`config.mk`:
```
export PLATFORM = sky130hd
export DESIGN_NAME = line_backup_queue
export DESIGN_NICKNAME = d
export VERILOG_FILES = /design/src/rtl/line_backup_queue.sv
export SDC_FILE = /design/constraint.sdc
export NUM_CORES = 1
export LEC_CHECK = 0
export CORE_MARGIN = 2
export CORE_UTILIZATION = 63
export DETAILED_ROUTE_END_ITERATION = 16
export GPL_TIMING_DRIVEN = 0
export PLACE_DENSITY = 0.84
export SLEW_MARGIN = 20
export SYNTH_ARGS = -nofsm -noshare
export SYNTH_HDL_FRONTEND = slang
export SYNTH_SLANG_ARGS = --single-unit
```
`constraint.sdc`:
```
create_clock -name clk -period 20.6 [get_ports clk]
set_clock_uncertainty 0.15 [all_clocks]
set_input_delay 2.06 -clock clk [delete_from_list [all_inputs] [get_ports clk]]
set_output_delay 2.06 -clock clk [all_outputs]
set_load 0.1 [all_outputs]
```
`src/rtl/line_backup_queue.sv`:
```
module line_backup_queue #(
  parameter int DEPTH     = 8,
  parameter int AW        = 32,
  parameter int DW        = 32,
  parameter int LINE_BITS = 5
) (
  input  logic          clk,
  input  logic          rst_n,
  input  logic          push_valid,
  input  logic [AW-1:0] push_addr,
  input  logic [DW-1:0] push_data,
  input  logic          push_cacheable,
  input  logic          inv_valid,
  input  logic [AW-1:0] inv_addr,
  input  logic          discard,
  output logic          busy,
  output logic          st_valid,
  input  logic          st_ready,
  output logic [AW-1:0] st_addr,
  output logic [DW-1:0] st_data,
  output logic          overflow
);
  localparam int IW = (DEPTH > 1) ? $clog2(DEPTH) : 1;
  localparam int CW = $clog2(DEPTH + 1);

  logic [AW-1:0] addr_q [DEPTH];
  logic [DW-1:0] data_q [DEPTH];
  logic [CW-1:0] cnt;
  logic          pend;
  logic [IW-1:0] pidx;
  logic          ovf;

  logic          hit;
  logic [IW-1:0] hit_idx;

  always_comb begin
    hit     = 1'b0;
    hit_idx = '0;
    for (int i = DEPTH - 1; i >= 0; i--) begin
      if (CW'(i) < cnt && addr_q[i][AW-1:LINE_BITS] == inv_addr[AW-1:LINE_BITS]) begin
        hit     = 1'b1;
        hit_idx = IW'(i);
      end
    end
  end

  wire idle     = !pend;
  wire full     = (cnt == CW'(DEPTH));
  wire take_req = idle & !discard;
  wire do_push  = take_req & push_valid & push_cacheable;
  wire do_inv   = take_req & inv_valid & hit;
  wire done     = pend & st_ready;

  for (genvar g = 0; g < DEPTH; g++) begin : g_ent
    if (g < DEPTH - 1) begin : g_mid
      always_ff @(posedge clk) begin
        if (done && IW'(g) >= pidx) begin
          addr_q[g] <= addr_q[g+1];
          data_q[g] <= data_q[g+1];
        end else if (do_push && !full && CW'(g) == cnt) begin
          addr_q[g] <= push_addr;
          data_q[g] <= push_data;
        end
      end
    end else begin : g_last
      always_ff @(posedge clk) begin
        if (do_push && !full && CW'(g) == cnt) begin
          addr_q[g] <= push_addr;
          data_q[g] <= push_data;
        end
      end
    end
  end

  always_ff @(posedge clk) begin
    if (!rst_n) begin
      cnt  <= '0;
      pend <= 1'b0;
      pidx <= '0;
      ovf  <= 1'b0;
    end else if (done) begin
      pend <= 1'b0;
      cnt  <= cnt - 1'b1;
    end else if (idle && discard) begin
      cnt <= '0;
    end else begin
      if (do_inv) begin
        pend <= 1'b1;
        pidx <= hit_idx;
      end
      if (do_push) begin
        if (full) ovf <= 1'b1;
        else      cnt <= cnt + 1'b1;
      end
    end
  end

  assign busy     = pend;
  assign st_valid = pend;
  assign st_addr  = addr_q[pidx];
  assign st_data  = data_q[pidx];
  assign overflow = ovf;


  store_hold_chk: assert property (@(posedge clk) disable iff (!rst_n)
    st_valid && !st_ready |=> st_valid && $stable(st_addr) && $stable(st_data));


  store_retire_chk: assert property (@(posedge clk) disable iff (!rst_n)
    st_valid && st_ready |=> !st_valid);


  discard_empty_chk: assert property (@(posedge clk) disable iff (!rst_n)
    !busy && discard |=> cnt == '0 && !st_valid);


  overflow_sticky_chk: assert property (@(posedge clk) disable iff (!rst_n)
    overflow |=> overflow);


  depth_bound_chk: assert property (@(posedge clk) disable iff (!rst_n)
    cnt <= CW'(DEPTH));


  miss_quiet_chk: assert property (@(posedge clk) disable iff (!rst_n)
    !busy && !discard && inv_valid && !hit |=> !st_valid);


  uncached_ignore_chk: assert property (@(posedge clk) disable iff (!rst_n)
    !busy && !discard && !inv_valid && push_valid && !push_cacheable |=> $stable(cnt));
endmodule

```
=== After elaboration in Yosys (flattened, before gate mapping) ===
Memory sizes are Yosys's and may differ from the RTL's. A register that Yosys moved wholly into a read port is not among the register bits.
Index checks and enable logic that the tools add are counted.
Widths: inputs -> output; s select.

* Reductions and logical operators: 37
* $add $sub $neg: 2
* Order comparisons: 15
* Bitwise gates (word level): 23
* Muxes and demuxes: 81
* Equal/unequal tests: 17

{| class="wikitable"
|+ Operators by type and width
! kind !! number
|-
| $mux 32 || 16
|-
| $eq 27x27->1 || 8
|-
| $reduce_or 32->1 || 2
|-
| $mux 1 || 47
|-
| $mux 3 || 14
|-
| $logic_and 1x1->1 || 25
|-
| $eq 3x4->1 const A || 4
|-
| $lt 3x4->1 const A || 4
|-
| $mux 4 || 4
|-
| $or 1x1->1 || 14
|-
| $ge 3x3->1 const A || 3
|-
| $eq 2x4->1 const A || 2
|-
| $lt 1x4->1 const A || 2
|-
| $lt 2x4->1 const A || 2
|-
| $and 1x1->1 || 6
|-
| $ge 1x3->1 const A || 2
|-
| $ge 2x3->1 const A || 2
|-
| $add 4x1->4 const B || 1
|-
| $eq 1x4->1 const A || 1
|-
| $eq 4x4->1 const B || 1
|-
| $logic_not 4->1 || 1
|-
| $reduce_and 2->1 || 2
|-
| $reduce_and 4->1 || 1
|-
| $sub 4x1->4 const B || 1
|-
| 6 further kinds || 10
|}

* RAM bits: 512
* Output and inout bits: 67
* Word-level logic and storage cells: 181
* Memories kept: 2
* Register bits: 9
* Bits of input ports: 103

{| class="wikitable"
|+ Memories
! memory !! depth !! bits a word !! rd ports !! clocked after Yosys merged registers in !! write ports !! RTL line !! RTL
|-
| addr_q || 8 || 32 || 9 || 1 || 7 || 26 || <nowiki>logic [AW-1:0] addr_q [DEPTH];</nowiki>
|-
| data_q || 8 || 32 || 8 || 1 || 7 || 27 || <nowiki>logic [DW-1:0] data_q [DEPTH];</nowiki>
|}

=== Logic depth before layout (Yosys ltp) ===
Gate-level depths: netlist of the first run.

* Depth in word-level cells: 14
* Depth in mapped cells: 10
* Mapped depth without buffers: 9

=== Worst setup path before layout of the first run ===
No wires, ideal clock.

* Path type: input-to-reg
* From: input port st_ready
* To: memory addr_q[0][0] (enable)
* Arrival: 8.755 ns
* Stages: 2
* Path slack: 11.034 ns
* Data required time: 19.789 ns
* Library setup time: 0.661 ns
* Buffers on the path: 0
* Path through: nand2_1 -> o41ai_1

{| class="wikitable"
|+ RTL lines
! what !! RTL line !! RTL
|-
| from (decl) || 18 || <nowiki>input logic st_ready,</nowiki>
|-
| to (decl) || 26 ||
|}

==> impl_results.md, run 1 <==
* Status: finished clean
* Setup crit end kind: primary output
* Overall die area at 46,400 sq um
* WS Path Type: reg -> out
* Number of setup violations in the final report at 0
* Buffer depth of the longest clock path at 3
* DRC at 0
* FF+latch count, synth at 524
* Final hold vios at 0
* Resized Gates After CTS at 0
* Hold WC Path Type: reg -> reg
* Port bufs at 137
* Post-synth EDFFs at 512
* CTS Buf Count at 54
* Number of max-cap violations at 0
* Synthesized Nets at 1,829
* Vias at 18,061
* TritonRoute pass-1 iters at 5
* First-pass GRT wire length at 128,000 microns
* Layout Nets at 2,062
* Gr ovfl total at 0
* Initial core utilization at 0.637
* Prevailing post-synth register cell: edfxtp_1
* Largest net degree at the start of global routing at 35
* RSZ-0062 raised after global routing: false
* CTS tree: built
* Top cell type's share of synthesized area at 0.546
* GRT Overall Usage at 0.385
* Max Clk Rate at 136 MHz
* Hold_buf cts at 0
* Startpoint types: register
* Via density per instance at 6.96
* Post-synthesis sequential area ratio at 0.554
* Die Width at 215 microns
* Actual slew at the worst max-slew pin at 1.17 ns
* Vias in the first global route at 18,226
* Area leader, netlist: edfxtp_1
* Setup bufs post-CTS at 0
* Layout area overhead at 16.3%
* CTS sink cnt at 524
* Ordered cell list for the critical path: clkbuf_1, buf_1, clkbuf_1, mux4_2, mux2_2, clkdlybuf4s50_1
* Post-Syn Area per Cell at 16.4 sq um
* Final clock period utilization by the worst path at 0.357
* Root Driver: clkbuf_16
* Slew HR at 0.218
* Synth area leaders: edfxtp_1, mux2_2, mux4_2, xor2_1, xnor2_1
* Min Tclk post-route at 7.35 ns
* DP HPWL at 64,100 microns
* Worst EP required at 18.39 ns
* Lkg Pwr at 10.6 nW
* Yosys warns at 0
* Core Region at 44,200 sq um
* Wire per inst at 34.4 microns
* Fillers at 2,688
* Post-synthesis cell area at 28,200 sq um
* RD Place Congestion at 1.01
* Most frequent cells in the layout: mux2_2, edfxtp_1, clkdlybuf4s50_1
* Slowest cell on crit path: clkdlybuf4s50_1
* Worst-path fanout max at 10
* Initial DRC count at 2,495
* Initial antenna violation count at 6
* CP dominant cell by count: clkbuf_1
* Detail Route Antenna Nets at 0
* Yosys cell types at 57
* Fraction of layout cells with a size suffix above 1 at 0.422
* CP max stage delay at 0.97 ns
* Crit path arrival time at 5.14 ns
* Detailed Route WL at 89,200 microns
* Maximum ir drop on the vdd rail at 0.0741 mV
* I/O Pins at 170
* Area after DPL at 31,000 sq um
* CTS H-tree lvls at 2
* Vert. Die Dim at 215 microns
* Final TNS setup at 0 ns
* Fraction of registers with async set/reset at 0
* P per Cell Area at 69.8 nW/um^2
* Final Slew Violations at 0
* Rows at 77
* Layout Cell Area excl Fill at 32,800 sq um
* Clock Latency Late Sink at 0.61 ns
* Synth Instances at 1,722
* CTS clk-pin slew, worst paths at 0.06 ns
==> critical path, delay by kind of cell, from the launching register on <==
kind	cells	cell delay, ns
buffers and inverters	4	3.44
multiplexers	2	0.74
flip-flops	1	0.33
==> logic make-up after synthesis <==
kind of cell,share of synthesized area
mux,0.307
compound gates,0.00973
flops,0.554
buf+inv,0.0210
xor+xnor,0.0677
simple gates,0.0380
fa+ha+maj,0.00178
==> report_power, final <==
| part | internal [mW] | switching, mW | total (mW) |
|---|---|---|---|
| clock | 0.567 | 0.421 | 0.988 |
| combinational | 0.0447 | 0.0936 | 0.138 |
| sequential | 1.16 | 0.00177 | 1.16 |
==> state kept, by name, summed over array words and instances (netlist names), named ones only <==
name      count
overflow      1
cnt           4
pidx          3
busy          1
data_q      256
addr_q      256
==> through the flow <==
stage | total power, mW | utilization | setup slack [ns] | hold slack [ns] | std cells
2_1_floorplan | 1.26 | - | 11.03 | 0.394 | 1722
3_3_place_gp | 1.32 | 0.685 | 3.72 | 0.397 | 2451
3_5_place_dp | 1.32 | 0.701 | 13.90 | 0.393 | 2491
4_1_cts | 2.29 | 0.740 | 13.21 | 0.421 | 2587
5_1_grt | 2.32 | 0.740 | 13.19 | 0.436 | 2588
6_report | 2.29 | 0.741 | 13.25 | 0.422 | 2594
==> metal layers <==
layer  track usage  wire (microns)  up-vias
met4         0.172            4390        2
met2         0.625           43000     1013
met5             0              13        -
met3        0.0737            7870      219
met1         0.511           33800     9431
li1              -               -     7396
==> synthesized netlist by cell type (3+ instances only) <==
library cell	n
clkbuf_1	39
buf_6	7
a41oi_1	3
edfxtp_1	512
or4_1	7
mux4_2	128
nor4b_1	5
xnor2_1	84
buf_4	3
or3_1	3
nor3_1	5
nor2_1	17
or4_4	3
dfxtp_1	12
nor4_1	51
nand2_1	22
inv_1	4
o21ai_0	6
buf_1	13
nand4_1	38
nand3_1	6
xor2_1	132
buf_2	55
and4_1	3
nand4b_1	4
ha_1	4
mux2_2	512
a21oi_1	8
and3_1	3
==> final cells by class <==
class                           count  area [sq um]  area share
Sequential cell                   524         15600       0.477
Tap cell                          592           741      0.0226
Inverter                            5          18.8    0.000573
Clock buffer                       69          1410      0.0430
Buffer                            117           581      0.0177
Clock inverter                     27           309     0.00943
Antenna cell                        7          17.5    0.000535
Multi-Input combinational cell   1076         12000       0.367
Timing Repair Buffer              177          2030      0.0620
==> path summary, 6_finish.rpt <==
kind | slack (ns) | endpoint | cells after the start | start
min | 0.42 | data_q[1][10] | 1 | data_q[2][10]
max | 13.25 | st_addr[30] | 6 | register
max reg2reg | 16.30 | data_q[5][13] | 9 | cnt[1]
min reg2reg | 0.42 | data_q[1][10] | 1 | data_q[2][10]
Note: power is estimated with default switching activity, not from simulation.
==> run 2, diff against run 1 <==
--- a/config.mk
+++ b/config.mk
@@ -6,10 +6,10 @@
 export NUM_CORES = 1
 export LEC_CHECK = 0
 export CORE_MARGIN = 2
-export CORE_UTILIZATION = 63
+export CORE_UTILIZATION = 60
 export DETAILED_ROUTE_END_ITERATION = 16
 export GPL_TIMING_DRIVEN = 0
-export PLACE_DENSITY = 0.84
+export PLACE_DENSITY = 0.8
 export SLEW_MARGIN = 20
 export SYNTH_ARGS = -nofsm -noshare
 export SYNTH_HDL_FRONTEND = slang
==> constraint.sdc (replaced) <==
create_clock -name clk -period 6.82 [get_ports clk]
set_clock_uncertainty 0.15 [all_clocks]
set_input_delay 0.682 -clock clk [delete_from_list [all_inputs] [get_ports clk]]
set_output_delay 0.682 -clock clk [all_outputs]
set_load 0.1 [all_outputs]
==> impl_results.md, run 2 (synthesis gave the netlist of run 1 again) <==
* Initial DRC count at 1,913 (was 2,495)
* Area occupied by multi-input gates at 12,000 sq um (about the same)
* Resized Gates After CTS at 0 (unchanged)
* WP buf/inv at 4 (unchanged)
* Final hold vios at 0 (unchanged)
* RD Place Congestion at 1.02 (was 1.01)
* P per Cell Area at 205 nW/um^2 (was 69.8 nW/um^2)
* Hold_buf cts at 0 (unchanged)
* CP dominant cell by count: clkbuf_1 (unchanged)
* Gr ovfl total at 0 (unchanged)
* P_sw at 1.54 mW (was 0.517 mW)
* Setup crit end kind: primary output (unchanged)
* WS Path Type: reg -> out (unchanged)
* Overall die area at 48,700 sq um (was 46,400 sq um)
* Root Driver: clkbuf_16 (unchanged)
* Initial core utilization at 0.606 (was 0.637)
* Sw Share at 0.230 (was 0.226)
* Slowest cell on crit path: clkdlybuf4s50_1 (unchanged)
* Startpoint types: register (unchanged)
* Combinational power share at 0.062 (was 0.060)
* Top delay family on crit path: buffers and inverters (unchanged)
* Clk network pwr share at 0.413 (was 0.432)
* Final clock period utilization by the worst path at 0.880
* Largest net degree at the start of global routing at 37 (was 35)
* Maximum ir drop on the vdd rail at 0.193 mV (was 0.0741 mV)
* Hold WC Path Type: reg -> reg (unchanged)
* Status: finished clean (unchanged)
* First-pass GRT wire length at 124,000 microns (was 128,000 microns)
* Max Clk Rate at 167 MHz
* Buffer depth of the longest clock path at 3 (unchanged)
* CTS clk-pin slew, worst paths at 0.07 ns (was 0.06 ns)
* Flop pwr share at 0.526 (was 0.508)
* Dpl cells at 2,501 (was 2,491)
* Actual slew at the worst max-slew pin at 1.09 ns (was 1.17 ns)
* Clock Latency Late Sink at 0.63 ns (was 0.61 ns)
* CP max stage delay at 1.00 ns (was 0.97 ns)
* Final Instance Count excl. Fillers at 2,592 (was 2,594)
* R2r setup slk at 2.46 ns (was 16.30 ns)
* Setup slack after layout at 0.815 ns (was 13.25 ns)
* Via density per instance at 6.82 (was 6.96)
* Detailed Route WL at 87,600 microns (was 89,200 microns)
* Worst-path fanout max at 10 (unchanged)
* Ordered cell list for the critical path: clkbuf_1, buf_1, clkbuf_1, mux4_2, mux2_2, clkdlybuf4s50_1 (unchanged)
* Port bufs at 137 (unchanged)
* GRT Overall Usage at 0.363 (was 0.385)
* Number of max-cap violations at 0 (unchanged)
* Layout area overhead at 15.9% (was 16.3%)
* Slew HR at 0.271 (was 0.218)
* Rows at 79 (was 77)
* Most frequent cells in the layout: mux2_2, edfxtp_1, clkdlybuf4s50_1 (unchanged)
* I/O Pins at 170 (unchanged)
* Core Region at 46,500 sq um (was 44,200 sq um)
* Layout Nets at 2,057 (was 2,062)
* Dpl ws at 1.49 ns (was 13.90 ns)
* Final Util at 0.703 (was 0.741)
* Vias in the first global route at 17,673 (was 18,226)
* Final total power at 6.67 mW (was 2.29 mW)
* Vias at 17,676 (was 18,061)
* Setup bufs post-CTS at 0 (unchanged)
* Number of setup violations in the final report at 0 (unchanged)
* Fillers at 3,105 (was 2,688)
* Final Slew Violations at 0 (unchanged)
* Lkg Pwr at 10.5 nW (was 10.6 nW)
* TritonRoute pass-1 iters at 7 (was 5)
* Detail Route Antenna Nets at 0 (unchanged)
* CTS tree: built (unchanged)
* Fraction of layout cells with a size suffix above 1 at 0.417 (was 0.422)
* CTS H-tree lvls at 2 (unchanged)
* Die Width at 221 microns (was 215 microns)
* Wire per inst at 33.8 microns (was 34.4 microns)
* RSZ-0062 raised after global routing: false (unchanged)
* DP HPWL at 63,500 microns (was 64,100 microns)
* Crit path arrival time at 5.17 ns (was 5.14 ns)
* Worst EP required at 5.99 ns (was 18.39 ns)
* CTS Buf Count at 54 (unchanged)
* Internal Power at 5.14 mW (was 1.77 mW)
* Reg area at 15,600 sq um (unchanged)
* Final TNS setup at 0 ns (unchanged)
* Min Tclk post-route at 6.00 ns
* DRC at 0 (unchanged)
* Largest registers: addr_q (256), data_q (256), cnt (4) (unchanged)
* Initial antenna violation count at 7 (was 6)
* Vert. Die Dim at 221 microns (was 215 microns)
* CTS sink cnt at 524 (unchanged)
## run 2: worst paths after layout
| check | startpoint | to | cells after the start |
|---|---|---|---|
| max | register | st_data[31] | 6 |
| min | data_q[3][14] | data_q[2][14] | 1 |
| max reg2reg | cnt[0] | addr_q[5][15] | 9 |
| min reg2reg | data_q[3][14] | data_q[2][14] | 1 |
## run 2: worst reg2reg max path, delay by kind of cell, from the launching register on
kind	cells	cell delay [ns]
AOI/OAI and AO/OA	1	0.28
adders and majority gates	1	0.15
buffers and inverters	5	2.28
DFF	1	0.40
and+or+nand+nor	2	0.80
## run 2: routing by layer
layer	GRT usage	part of all wire	up-vias
met4	0.176	0.051	8
met1	0.469	0.38	9177
met5	0	0.00074	-
li1	-	-	7390
met3	0.0515	0.075	197
met2	0.608	0.49	904
## run 2: area by class of cell
cell class                      instances  share of cell area
Antenna cell                            4            0.000307
Buffer                                117              0.0177
Timing Repair Buffer                  172              0.0629
Tap cell                              607              0.0233
Sequential cell                       524               0.478
Multi-Input combinational cell       1076               0.369
Clock buffer                           70              0.0439
Inverter                                5            0.000575
Clock inverter                         17             0.00376
## run 2: through the flow
stage | cell area [sq um] | hold slack [ns]
CTS | 32600 | 0.424
global route | 32600 | 0.434
detailed placement | 31100 | 0.410
floorplan | 28200 | 0.394
finish | 32600 | 0.423
global placement | 30300 | 0.397
## run 2: power by group through the flow
stage / clock network (mW) / registers, mW / logic, mW
3_3_place_gp: 0 / 3.58 / 0.399
5_1_grt: 2.87 / 3.51 / 0.424
2_1_floorplan: 0 / 3.58 / 0.214
4_1_cts: 2.77 / 3.51 / 0.407
6_report: 2.75 / 3.51 / 0.413
3_5_place_dp: 0 / 3.58 / 0.405
==> run 3, diff against run 2 <==
--- a/config.mk
+++ b/config.mk
@@ -9,6 +9,7 @@
 export CORE_UTILIZATION = 60
 export DETAILED_ROUTE_END_ITERATION = 16
 export GPL_TIMING_DRIVEN = 0
+export MAX_ROUTING_LAYER = met4
 export PLACE_DENSITY = 0.8
 export SLEW_MARGIN = 20
 export SYNTH_ARGS = -nofsm -noshare
==> impl_results.md, run 3 (synthesis gave the netlist of run 1 again) <==
* Root Driver: clkbuf_16 (unchanged)
* Slew HR at 0.275 (was 0.271)
* Clk network pwr share at 0.421 (was 0.413)
* Fraction of layout cells with a size suffix above 1 at 0.422 (was 0.417)
* Vias in the first global route at 18,096 (was 17,673)
* Via density per instance at 6.78 (was 6.82)
* Initial antenna violation count at 6 (was 7)
* Number of max-cap violations at 0 (unchanged)
* Number of setup violations in the final report at 0 (unchanged)
* Final clock period utilization by the worst path at 0.864 (was 0.880)
* Final TNS setup at 0 ns (unchanged)
* Core Region at 46,500 sq um (unchanged)
* Area after DPL at 31,100 sq um (about the same)
* Vert. Die Dim at 221 microns (unchanged)
* First-pass GRT wire length at 126,000 microns (was 124,000 microns)
* TritonRoute pass-1 iters at 5 (was 7)
* Crit path arrival time at 5.06 ns (was 5.17 ns)
* RSZ-0062 raised after global routing: false (unchanged)
* Combinational power share at 0.061 (was 0.062)
* Hold_buf cts at 0 (unchanged)
* RD Place Congestion at 1.04 (was 1.02)
* Layout Nets at 2,059 (was 2,057)
* Maximum ir drop on the vdd rail at 0.217 mV (was 0.193 mV)
* Sw Share at 0.231 (was 0.230)
* Status: finished clean (unchanged)
* Resized Gates After CTS at 0 (unchanged)
* Clock Latency Late Sink at 0.63 ns (about the same)
* Detailed Route WL at 87,800 microns (was 87,600 microns)
* Buffer depth of the longest clock path at 3 (unchanged)
* Dpl ws at 1.56 ns (was 1.49 ns)
* Most frequent cells in the layout: mux2_2, edfxtp_1, clkdlybuf4s50_1 (unchanged)
* Hold WC Path Type: reg -> reg (unchanged)
* P_sw at 1.57 mW (was 1.54 mW)
* P per Cell Area at 207 nW/um^2 (was 205 nW/um^2)
* CTS tree: built (unchanged)
* Overall die area at 48,700 sq um (unchanged)
* Setup crit end kind: primary output (unchanged)
* Wire per inst at 33.7 microns (was 33.8 microns)
* Actual slew at the worst max-slew pin at 1.09 ns (about the same)
* Layout area overhead at 16.5% (was 15.9%)
* Largest registers: addr_q (256), data_q (256), cnt (4) (unchanged)
* Internal Power at 5.21 mW (was 5.14 mW)
* I/O Pins at 170 (unchanged)
* Startpoint types: register (unchanged)
* Flop pwr share at 0.518 (was 0.526)
* CTS Buf Count at 54 (unchanged)
* Worst-path fanout max at 10 (unchanged)
* Setup bufs post-CTS at 0 (unchanged)
* CTS clk-pin slew, worst paths at 0.06 ns (was 0.07 ns)
* CTS H-tree lvls at 2 (unchanged)
* Worst EP required at 5.99 ns (about the same)
* Rows at 79 (unchanged)
* DP HPWL at 63,500 microns (about the same)
* Dpl cells at 2,503 (was 2,501)
* DRC at 0 (unchanged)
* Final Slew Violations at 0 (unchanged)
* Min Tclk post-route at 5.89 ns (was 6.00 ns)
* Initial core utilization at 0.606 (unchanged)
* Final Instance Count excl. Fillers at 2,605 (was 2,592)
* Final total power at 6.78 mW (was 6.67 mW)
* Final hold vios at 0 (unchanged)
* Detail Route Antenna Nets at 0 (unchanged)
* Layout Cell Area excl Fill at 32,800 sq um (was 32,600 sq um)
* Largest net degree at the start of global routing at 35 (was 37)
* Die Width at 221 microns (unchanged)
* Lkg Pwr at 10.6 nW (was 10.5 nW)
* Max Clk Rate at 170 MHz (was 167 MHz)
* GRT Overall Usage at 0.377 (was 0.363)
* WS Path Type: reg -> out (unchanged)
* Setup slack after layout at 0.926 ns (was 0.815 ns)
* Initial DRC count at 1,949 (was 1,913)
* Vias at 17,659 (was 17,676)
* Port bufs at 137 (unchanged)
* CTS sink cnt at 524 (unchanged)
* Gr ovfl total at 0 (unchanged)
[run 3: cell count changes in the layout (fill, tap and decap cells not counted), moves of 2 or more]
cell	change
clkbuf_1	-3
clkinv_8	-2
buf_4	-2
diode_2	+2
clkinv_2	+9
bufinv_16	+2
clkbuf_2	+3
buf_16	+2
[run 3: metrics by stage]
step / util / hold slack, ns
floorplan: - / 0.394
CTS: 0.706 / 0.418
global route: 0.706 / 0.439
global placement: 0.652 / 0.397
detailed placement: 0.670 / 0.406
finish: 0.706 / 0.413
[run 3: worst max-delay path, cell delays in order (launching register included)]
cell and delay, ns:
dfxtp_1 0.33, clkbuf_1 0.77, buf_1 0.79, clkbuf_1 0.82
mux4_2 0.42, mux2_2 0.29, clkdlybuf4s50_1 1.02
[run 3: power groups by stage]
stage,combinational [mW],sequential [mW],clock [mW]
floorplan,0.214,3.58,0
global placement,0.399,3.58,0
detailed placement,0.406,3.58,0
CTS,0.409,3.51,2.87
global route,0.427,3.51,2.98
finish,0.415,3.51,2.85
[run 3: worst paths after layout]
check | startpoint | endpoint | slack (ns) | depth (start not counted)
worst min-delay path | data_q[5][10] | data_q[4][10] | 0.41 | 1
worst max register to register | cnt[1] | addr_q[5][18] | 2.63 | 9
worst max-delay path | register | st_data[31] | 0.93 | 6
worst min register to register | data_q[5][10] | data_q[4][10] | 0.41 | 1
[run 3: cell type report]
| type | count | area (sq um) |
|---|---|---|
| repair buffers | 174 | 2130 |
| multi-input cells | 1076 | 12000 |
| clock inverters | 28 | 245 |
| fillers | 3037 | 13600 |
| diodes | 6 | 15.0 |
| plain buffers | 117 | 581 |
| flip-flops and latches | 524 | 15600 |
| well taps | 607 | 759 |
| clock buffers | 68 | 1400 |
| inverters | 5 | 18.8 |
[run 3: metal layers]
metal | share of wire | track usage
met1 | 0.38 | 0.469
met2 | 0.50 | 0.612
met3 | 0.081 | 0.0667
met4 | 0.048 | 0.162
met5 | 0 | -
